`src/rtl/rbd_pkg.sv`:
```
package rbd_pkg;
   localparam logic [2:0] PG_NONE = 3'b000;
   localparam logic [2:0] PG_4K   = 3'b010;
   localparam logic [2:0] PG_8K   = 3'b011;
   localparam logic [2:0] PG_16K  = 3'b100;

   function automatic logic pg_legal(input logic [2:0] code);
      return (code == PG_4K) || (code == PG_8K) || (code == PG_16K);
   endfunction
endpackage

```
`src/rtl/rbd_cfg_regs.sv`:
```
module rbd_cfg_regs #(
   parameter int RANKS  = 4,
   parameter int BND_W  = 8,
   parameter int CFG_AW = 4
) (
   input  logic                          clk,
   input  logic                          rst_n,
   input  logic                          cfg_we,
   input  logic [CFG_AW-1:0]             cfg_addr,
   input  logic [BND_W-1:0]              cfg_wdata,
   output logic [RANKS-1:0][BND_W-1:0]   bnd_c0,
   output logic [RANKS-1:0][BND_W-1:0]   bnd_c1,
   output logic [RANKS-1:0][2:0]         pg_c0,
   output logic [RANKS-1:0][2:0]         pg_c1,
   output logic                          ilv
);
   localparam int PAIRS     = RANKS / 2;
   localparam int ATTR_BASE = 2 * RANKS;

   if ((RANKS % 2) != 0) begin : g_bad_ranks
      $error("RANKS must be even");
   end
   if (3 * RANKS > (1 << CFG_AW)) begin : g_bad_aw
      $error("CFG_AW too narrow for the register map");
   end
   if (BND_W < 7) begin : g_bad_bw
      $error("BND_W must hold a full code byte");
   end

   always_ff @(posedge clk or negedge rst_n) begin
      if (!rst_n) begin
         bnd_c0 <= '0;
         bnd_c1 <= '0;
         pg_c0  <= '0;
         pg_c1  <= '0;
      end else if (cfg_we) begin
         for (int r = 0; r < RANKS; r++) begin
            if (cfg_addr == CFG_AW'(r))         bnd_c0[r] <= cfg_wdata;
            if (cfg_addr == CFG_AW'(RANKS + r)) bnd_c1[r] <= cfg_wdata;
         end
         for (int p = 0; p < PAIRS; p++) begin
            if (cfg_addr == CFG_AW'(ATTR_BASE + p)) begin
               pg_c0[2*p]   <= cfg_wdata[2:0];
               pg_c0[2*p+1] <= cfg_wdata[6:4];
            end
            if (cfg_addr == CFG_AW'(ATTR_BASE + PAIRS + p)) begin
               pg_c1[2*p]   <= cfg_wdata[2:0];
               pg_c1[2*p+1] <= cfg_wdata[6:4];
            end
         end
      end
   end

   // symmetric population enables interleaving
   assign ilv = (bnd_c0 == bnd_c1) && (pg_c0 == pg_c1);

   p_bnd_write_r1: assert property (@(posedge clk) disable iff (!rst_n)
      (cfg_we && cfg_addr == '0) |=> (bnd_c0[0] == $past(cfg_wdata)));

   p_odd_field_r2: assert property (@(posedge clk) disable iff (!rst_n)
      (cfg_we && cfg_addr == CFG_AW'(ATTR_BASE)) |=> (pg_c0[1] == $past(cfg_wdata[6:4])));
endmodule

```
`src/rtl/rbd_rank_search.sv`:
```
module rbd_rank_search #(
   parameter int RANKS = 4,
   parameter int UW    = 9,
   parameter int IDX_W = $clog2(RANKS)
) (
   input  logic [UW-1:0]             off,
   input  logic [RANKS-1:0][UW-1:0]  bnd,
   output logic                      hit,
   output logic [IDX_W-1:0]          idx
);
   logic [RANKS-1:0] below;

   for (genvar gr = 0; gr < RANKS; gr++) begin : g_cmp
      assign below[gr] = off < bnd[gr];
   end

   // lowest rank whose top lies above the offset
   always_comb begin
      idx = '0;
      for (int r = RANKS - 1; r >= 0; r--) begin
         if (below[r]) idx = IDX_W'(r);
      end
   end

   assign hit = |below;
endmodule

```
`src/rtl/rank_boundary_decoder.sv`:
```
module rank_boundary_decoder #(
   parameter int RANKS      = 4,
   parameter int BND_W      = 8,
   parameter int GRAN_SHIFT = 25,
   parameter int ADDR_W     = 34,
   parameter int ILV_BIT    = 7,
   parameter int CFG_AW     = 4
) (
   input  logic                         clk,
   input  logic                         rst_n,
   input  logic                         cfg_we,
   input  logic [CFG_AW-1:0]            cfg_addr,
   input  logic [BND_W-1:0]             cfg_wdata,
   input  logic                         req_valid,
   input  logic [ADDR_W-1:0]            req_addr,
   output logic                         rsp_valid,
   output logic                         rsp_miss,
   output logic                         rsp_chan,
   output logic [$clog2(RANKS)-1:0]     rsp_rank,
   output logic [2:0]                   rsp_pgsz,
   output logic                         ilv_mode
);
   localparam int UW    = ADDR_W - GRAN_SHIFT;
   localparam int IDX_W = $clog2(RANKS);

   if (UW < BND_W + 1) begin : g_bad_addr
      $error("ADDR_W too narrow for doubled boundaries");
   end
   if (ILV_BIT >= GRAN_SHIFT) begin : g_bad_ilv
      $error("ILV_BIT must lie below the boundary granule");
   end

   logic [RANKS-1:0][BND_W-1:0] bnd_c0, bnd_c1;
   logic [RANKS-1:0][2:0]       pg_c0, pg_c1;
   logic                        ilv;

   rbd_cfg_regs #(.RANKS(RANKS), .BND_W(BND_W), .CFG_AW(CFG_AW)) u_regs (
      .clk(clk), .rst_n(rst_n), .cfg_we(cfg_we), .cfg_addr(cfg_addr),
      .cfg_wdata(cfg_wdata), .bnd_c0(bnd_c0), .bnd_c1(bnd_c1),
      .pg_c0(pg_c0), .pg_c1(pg_c1), .ilv(ilv));

   assign ilv_mode = ilv;

   logic [UW-1:0]             unit_a, c0_total, hi_off;
   logic [RANKS-1:0][UW-1:0]  lo_bnd, hi_bnd;
   logic                      use_hi, lo_hit, hi_hit;
   logic [IDX_W-1:0]          lo_idx, hi_idx;

   assign unit_a   = req_addr[ADDR_W-1:GRAN_SHIFT];
   assign c0_total = UW'(bnd_c0[RANKS-1]);
   assign use_hi   = !ilv && (unit_a >= c0_total);
   assign hi_off   = unit_a - c0_total;

   always_comb begin
      for (int r = 0; r < RANKS; r++) begin
         lo_bnd[r] = ilv ? UW'({bnd_c0[r], 1'b0}) : UW'(bnd_c0[r]);
         hi_bnd[r] = UW'(bnd_c1[r]);
      end
   end

   rbd_rank_search #(.RANKS(RANKS), .UW(UW)) u_lo (
      .off(unit_a), .bnd(lo_bnd), .hit(lo_hit), .idx(lo_idx));

   rbd_rank_search #(.RANKS(RANKS), .UW(UW)) u_hi (
      .off(hi_off), .bnd(hi_bnd), .hit(hi_hit), .idx(hi_idx));

   logic             d_chan, d_hit, d_miss;
   logic [IDX_W-1:0] d_rank;
   logic [2:0]       d_pg;

   always_comb begin
      d_chan = ilv ? req_addr[ILV_BIT] : use_hi;
      d_hit  = use_hi ? hi_hit : lo_hit;
      d_rank = use_hi ? hi_idx : lo_idx;
      d_pg   = d_chan ? pg_c1[d_rank] : pg_c0[d_rank];
      d_miss = !d_hit || !rbd_pkg::pg_legal(d_pg);
   end

   always_ff @(posedge clk or negedge rst_n) begin
      if (!rst_n) begin
         rsp_valid <= 1'b0;
         rsp_miss  <= 1'b0;
         rsp_chan  <= 1'b0;
         rsp_rank  <= '0;
         rsp_pgsz  <= '0;
      end else begin
         rsp_valid <= req_valid;
         if (req_valid) begin
            rsp_miss <= d_miss;
            rsp_chan <= d_miss ? 1'b0 : d_chan;
            rsp_rank <= d_miss ? '0 : d_rank;
            rsp_pgsz <= d_miss ? rbd_pkg::PG_NONE : d_pg;
         end
      end
   end

   // previous-rank tops for the empty-rank check
   logic [UW-1:0] lo_prev, hi_prev;
   assign lo_prev = (lo_idx == '0) ? '0 : lo_bnd[IDX_W'(lo_idx - 1'b1)];
   assign hi_prev = (hi_idx == '0) ? '0 : hi_bnd[IDX_W'(hi_idx - 1'b1)];

   p_lo_nonempty_r6: assert property (@(posedge clk) disable iff (!rst_n)
      lo_hit |-> (lo_bnd[lo_idx] != lo_prev));

   p_hi_nonempty_r6: assert property (@(posedge clk) disable iff (!rst_n)
      hi_hit |-> (hi_bnd[hi_idx] != hi_prev));

   p_latency_r9: assert property (@(posedge clk) disable iff (!rst_n)
      req_valid |=> rsp_valid);

   p_no_spurious_r9: assert property (@(posedge clk) disable iff (!rst_n)
      !req_valid |=> !rsp_valid);

   p_hold_r9: assert property (@(posedge clk) disable iff (!rst_n)
      !req_valid |=> ($stable(rsp_rank) && $stable(rsp_chan) &&
                      $stable(rsp_miss) && $stable(rsp_pgsz)));

   p_miss_zero_r7: assert property (@(posedge clk) disable iff (!rst_n)
      (rsp_valid && rsp_miss) |-> (rsp_rank == '0 && !rsp_chan && rsp_pgsz == '0));

   p_page_legal_r8: assert property (@(posedge clk) disable iff (!rst_n)
      (rsp_valid && !rsp_miss) |-> rbd_pkg::pg_legal(rsp_pgsz));

   p_ilv_chan_r4: assert property (@(posedge clk) disable iff (!rst_n)
      (req_valid && ilv_mode) |=> (rsp_miss || rsp_chan == $past(req_addr[ILV_BIT])));
endmodule

```
`config.mk`:
```
export PLATFORM = sky130hd
export DESIGN_NAME = rank_boundary_decoder
export DESIGN_NICKNAME = d
export VERILOG_FILES = /design/src/rtl/rbd_pkg.sv /design/src/rtl/rbd_cfg_regs.sv /design/src/rtl/rbd_rank_search.sv /design/src/rtl/rank_boundary_decoder.sv
export SDC_FILE = /design/constraint.sdc
export NUM_CORES = 1
export LEC_CHECK = 0
export BUFFER_PORTS_ARGS = -buffer_cell sky130_fd_sc_hd__buf_4
export CAP_MARGIN = 30
export CORE_MARGIN = 3
export CORE_UTILIZATION = 35
export DETAILED_ROUTE_END_ITERATION = 6
export GPL_TIMING_DRIVEN = 0
export SLEW_MARGIN = 30
export SYNTH_ARGS = -nofsm -noshare
export SYNTH_HDL_FRONTEND = slang
export SYNTH_SLANG_ARGS = --single-unit
```
`constraint.sdc`:
```
create_clock -name clk -period 12.44 [get_ports clk]
set_input_delay 3.11 -clock clk [delete_from_list [all_inputs] [get_ports clk]]
set_output_delay 3.11 -clock clk [all_outputs]
set_load 0.01 [all_outputs]
```
* Word level (Yosys, flattened, before mapping)
Index checks and enable logic that the tools add are counted. W data, S select, Z words.
Storage, ports and cells: input port bits 50, ROM bits 0, bits in latches 0, register bits 96, logic and storage cells 94, memory bits (writable) 0, memories kept 0
Cells by class: equality and inequality tests 16, $mul 0, shift operators 0, divide/modulo/power cells 0, magnitude comparators 10, mux-type cells 23, add/subtract/negate cells 1, bitwise logic cells 0, reductions and logical operators 23
Operators with widths (count):
- $lt A9 B8 Y1 | 4
- $lt A9 B9 Y1 | 4
- $mux W9 | 4
- $eq A32 B32 Y1 | 1
- $reduce_and A2 Y1 | 12
- $mux W2 | 10
- $eq A4 B3 Y1 const B | 4
- $eq A4 B4 Y1 const B | 4
- $bmux W3 S2 | 2
- $eq A12 B12 Y1 | 1
- $mux W3 | 4
- $ge A9 B8 Y1 | 1
- $sub A9 B8 Y9 | 1
- $eq A4 B2 Y1 const B | 2
- $reduce_or A4 Y1 | 2
- $eq A3 B2 Y1 const B | 2
- $eq A4 B1 Y1 const B | 1
- $logic_not A4 Y1 | 1
- $eq A3 B3 Y1 const B | 1
- $logic_not A1 Y1 | 3
- $logic_or A1 B1 Y1 | 3
- $lt A2 B3 Y1 const B | 1
- $mux W1 | 3
- $logic_and A1 B1 Y1 | 2

* Logic depth before layout (Yosys ltp)
depth in word-level cells 18, gate-level depth with buffers 21

* Cells and area by module
Synthesis repeated with hierarchy kept, for this count alone.
Unflattened totals: cell total of the unflattened synthesis 652, area total of the unflattened synthesis 7038.0 sq um
Modules (own cells, without submodules):
- rbd_cfg_regs | cells each 263, area an instance 3925.0 sq um, instances 1
- rank_boundary_decoder | cells each 149, area an instance 1383.8 sq um, instances 1
- rbd_rank_search at u_hi | cells each 121, area an instance 867.1 sq um, instances 1
- rbd_rank_search at u_lo | cells each 119, area an instance 862.1 sq um, instances 1

* Least setup slack after synthesis
Ideal clock, no wire load.
path kind input to register, start input req_addr[28], end register rsp_miss, cell stages on the path 18, buffers on the path 1, arrival time 6.664 ns, data required time 12.317 ns, library setup time 0.123 ns, slack 5.654 ns, cell sequence ha_1 -> and2_4 -> a221o_1 -> a31o_2 -> a21o_1 -> a21oi_1 -> xnor2_1 -> ha_1 -> nand3_1 -> nor4_1 -> a211oi_1 -> o21bai_1 -> a32oi_1 -> buf_6 -> mux2i_1 -> mux2i_1 -> o211a_4 -> o221a_2
On the way: word-level cells in the longest chain between the ends 15, elaborated cells between the ends (all ways) 37, those cells by class 1 x add/sub; 9 x order compare; 3 x eq/ne; 16 x mux; 8 x reduce/logical
RTL lines:
- start, declared | line rank_boundary_decoder.sv:15 | input logic [ADDR_W-1:0] req_addr,
- $sub A9 B8 Y9 | line rank_boundary_decoder.sv:52 | assign hi_off = unit_a - c0_total;
- $lt A9 B8 Y1 | line rbd_rank_search.sv:14 | assign below[gr] = off < bnd[gr];
- $mux W2 (4 in series) | line rbd_rank_search.sv:21 | if (below[r]) idx = IDX_W'(r);
- $mux W2 | line rank_boundary_decoder.sv:74 | d_rank = use_hi ? hi_idx : lo_idx;
- $bmux W3 S2 | line rank_boundary_decoder.sv:75 | d_pg = d_chan ? pg_c1[d_rank] : pg_c0[d_rank];
- $mux W3 (not written as such) | line rank_boundary_decoder.sv:75
- $mux W3 | line rank_boundary_decoder.sv:75
- $eq A3 B2 Y1 | line rbd_pkg.sv:8 | return (code == PG_4K) || (code == PG_8K) || (code == PG_16K);
- $logic_or A1 B1 Y1 (2 in series) | line rbd_pkg.sv:8
- $logic_not A1 Y1 | line rank_boundary_decoder.sv:76 | d_miss = !d_hit || !rbd_pkg::pg_legal(d_pg);
- $logic_or A1 B1 Y1 * | line rank_boundary_decoder.sv:76
- end signal, assigned | line rank_boundary_decoder.sv:89 | rsp_miss <= d_miss;
- end, declared | line rank_boundary_decoder.sv:17 | output logic rsp_miss,
Every way passes the cells marked *; elsewhere a longest branch is shown, timed or not. The select of a mux whose other input is x is not followed. A chain may end at the register's enable or synchronous reset.

* Worst setup path in the final report
start input req_addr[28], end register rsp_chan
On the way: word-level cells in the longest chain between the ends 16, elaborated cells between the ends (all ways) 38, those cells by class 1 x add/sub; 9 x order compare; 3 x eq/ne; 17 x mux; 8 x reduce/logical
RTL lines:
- $sub A9 B8 Y9 | line rank_boundary_decoder.sv:52
- $lt A9 B8 Y1 | line rbd_rank_search.sv:14
- $mux W2 (4 in series) | line rbd_rank_search.sv:21
- $mux W2 | line rank_boundary_decoder.sv:74
- $bmux W3 S2 | line rank_boundary_decoder.sv:75
- $mux W3 (not written as such) | line rank_boundary_decoder.sv:75
- $mux W3 | line rank_boundary_decoder.sv:75
- $eq A3 B2 Y1 | line rbd_pkg.sv:8
- $logic_or A1 B1 Y1 (2 in series) | line rbd_pkg.sv:8
- $logic_not A1 Y1 | line rank_boundary_decoder.sv:76
- $logic_or A1 B1 Y1 | line rank_boundary_decoder.sv:76
- $mux W1 * | line rank_boundary_decoder.sv:90 | rsp_chan <= d_miss ? 1'b0 : d_chan;
- end signal, assigned | line rank_boundary_decoder.sv:90
- end, declared | line rank_boundary_decoder.sv:18 | output logic rsp_chan,
Marked as above.

==> results.cfg <==
[job]
max-cap-violations = 0

[synthesis]
synth_cells = 665
synth.most_common_cell = dfrtp_1
ys_ff_latch = 96
synthArstFlopShare_pct = 100
synth_area_leaders = dfrtp_1 36%, ha_1 13%, mux2_2 10%, mux2i_1 6.3%, xnor2_1 6.2%
ys_seq_area_share_pct = 36.0
yosys.area.top_type_share_pct = 36.0
ys_warn_count = 0
synth.distinct_cells = 56
syn-num-nets = 784
synth.avg_cell_area_um2 = 10.0
ys.flop_type = dfrtp_1
yosysTopAreaCell = dfrtp_1
syn-cell-area_um2 = 6670
synth_common_cells = 96 x dfrtp_1, 68 x ha_1, 61 x mux2_2
synth_edf_count = 0

[grt]
antenna_found_initial = 0
top_usage_layer = met2
grt_pass1_vias = 4983
grt_pass1_wl_mm = 28.7
grt_overflow = 0
grt_use_met1_pct = 27.4
grt_usage_pct = 18.4
use_met3_pct = 2.51
grt_use_met2_pct = 27.9
grt_max_degree = 97

[worst_setup_path]
crit_fanout = 10
cp.arrival_ps = 7780
crit_path_end_kind = flop
crit_type = in2reg
critPathLaunchType = input pin
crit_required_ps = 12660

[clock_tree]
numCtsBuffers = 9
clockRootBuffer = clkbuf_16
insertion_delay_ps = 340
postCtsSetupRepairBufs = 0
cts-hold-fix-buffers = 0
cts_max_path_buffers = 2
path_clk_slew_ps = 70
cts_resized = 0
cts.sinks = 96
htree_levels = 3
cts_tree = done

[floorplan]
die-area_um2 = 20700
fp.dieH_um = 144
rows = 49
pin_count = 59
design.core.area_um2 = 18300
die_w_um = 144
initial_core_util_pct = 36.4

[sta]
worstMarginPinSlew_ps = 755
skew_ps = 6.83
maxSlewViolCount = 0
tns_ps = 0
finalSetupViolations = 0
rsz0062_at_grt = false
clock.fmax_ghz = 0.132
period_minus_slack_ps = 7560
finalHoldViolCount = 0
period_share_pct = 60.8
slew_headroom_pct = 48.2

[detailed_routing]
ant_nets = 0
drtIter0Drc = 376
first_pass_iters = 4
drc = 0
wl_mm = 18.3
vias_per_cell = 5.36
wl_per_cell_um = 19.4
num_vias = 5051

[power]
power_uw = 1350
peakVddDrop_uv = 76.2
p_per_area_nw_per_um2 = 180
p_leak_uw = 0.00341

[place]
io_buffers = 34
gp_congestion = 0.881
dp_hpwl_mm = 14.2

[worst_hold_path]
hp-class = reg2reg

[final_layout]
antennaDiodeCount = 0
drive_gt1_share_pct = 17.5
nFillCells = 1789
areaGrowthSynthToFinish_pct = 12.2
register_area_um2 = 2400
fin_nets = 829
multi_input_area_um2 = 4020

[outcome]
status = complete, no violations
## area by class of cell
type / instances / share of cell area [%]
flip-flops and latches: 96 / 32.1
inverters: 44 / 2.21
multi-input cells: 506 / 53.7
plain buffers: 19 / 1.10
clock inverters: 6 / 0.502
well taps: 229 / 3.83
repair buffers: 34 / 3.50
clock buffers: 9 / 3.01
## layer usage
| layer | vias to the layer above | part of all wire [%] |
|---|---|---|
| li1 | 2479 | - |
| met1 | 2444 | 50 |
| met5 | - | 0 |
| met3 | 20 | 4.7 |
| met2 | 108 | 44 |
| met4 | 0 | 1.9 |
## power breakdown
part	switching [µW]	internal, µW	total, µW
sequential	91.3	390	481
combinational	327	284	612
clock	122	134	256
total	541	808	1350
## path summary, 6_finish.rpt
path / from / end / slack (ps) / depth (start not counted)
setup / recovery: req_addr[28] / rsp_chan / 4880 / 19
hold / removal: rsp_rank[1] / rsp_rank[1] / 510 / 2
setup reg to reg: u_regs.bnd_c0[29] / rsp_chan / 6550 / 18
hold reg to reg: rsp_rank[1] / rsp_rank[1] / 510 / 2
max in group asynchronous: rst_n / u_regs.bnd_c1[29] / 9070 / 1
min in group asynchronous: rst_n / rsp_valid / 2840 / 1
## state kept, by name, indices dropped and copies added, names as in the netlist
register,flops
u_regs.bnd_c0,32
rsp_pgsz,3
rsp_valid,1
u_regs.bnd_c1,32
rsp_rank,2
u_regs.pg_c1,12
u_regs.pg_c0,12
rsp_miss,1
rsp_chan,1
## critical path, cell delays in order
cell,delay (ps)
buf_4,150
ha_1,370
and2_4,190
a221o_1,320
a31o_2,240
a21o_1,170
a21oi_1,160
xnor2_1,310
ha_1,360
nand3_1,90
nor4_1,50
a211oi_1,450
o21bai_1,180
a32oi_1,380
buf_6,230
mux2i_1,410
mux2i_1,270
a32oi_1,230
o31ai_1,90
## cells by family (layout without fill, tap and decap cells)
logic type,count (synthesis),count (layout),synth area share [%]
XOR/XNOR,50,50,6.57
flip-flops,96,96,36.0
adder cells (fa/ha/maj),69,69,13.1
multiplexers,103,103,16.6
AND/OR/NAND/NOR,154,154,11.7
buffers and inverters,63,112,3.72
AO/OA/AOI/OAI,130,130,12.3
## stage by stage
stage,utilization [%],cells,hold WS [ps],worst slack [ps],cell area [µm²]
after floorplan,-,665,521,5650,6670
final,40.8,943,506,4880,7480
after global routing,40.8,943,535,4540,7480
after CTS,40.8,943,508,4930,7480
after detailed placement,39.3,928,493,4570,7210
after global placement,39.3,928,492,4560,7210
## cells in the final DEF, fill, tap and decap left out, drive strengths merged, types with 4 or more instances in the layout
master / n
nand2: 54
a31oi: 9
mux2i: 42
nand3b: 4
a211oi: 4
nor4: 5
inv: 44
buf: 35
a21oi: 35
clkbuf: 27
nor2: 27
nand2b: 20
dfrtp: 96
nand4: 15
clkinv: 6
a21o: 9
o21ai: 47
mux2: 61
ha: 68
nand3: 9
xnor2: 47
No activity file was read; power rests on OpenSTA's default activity.
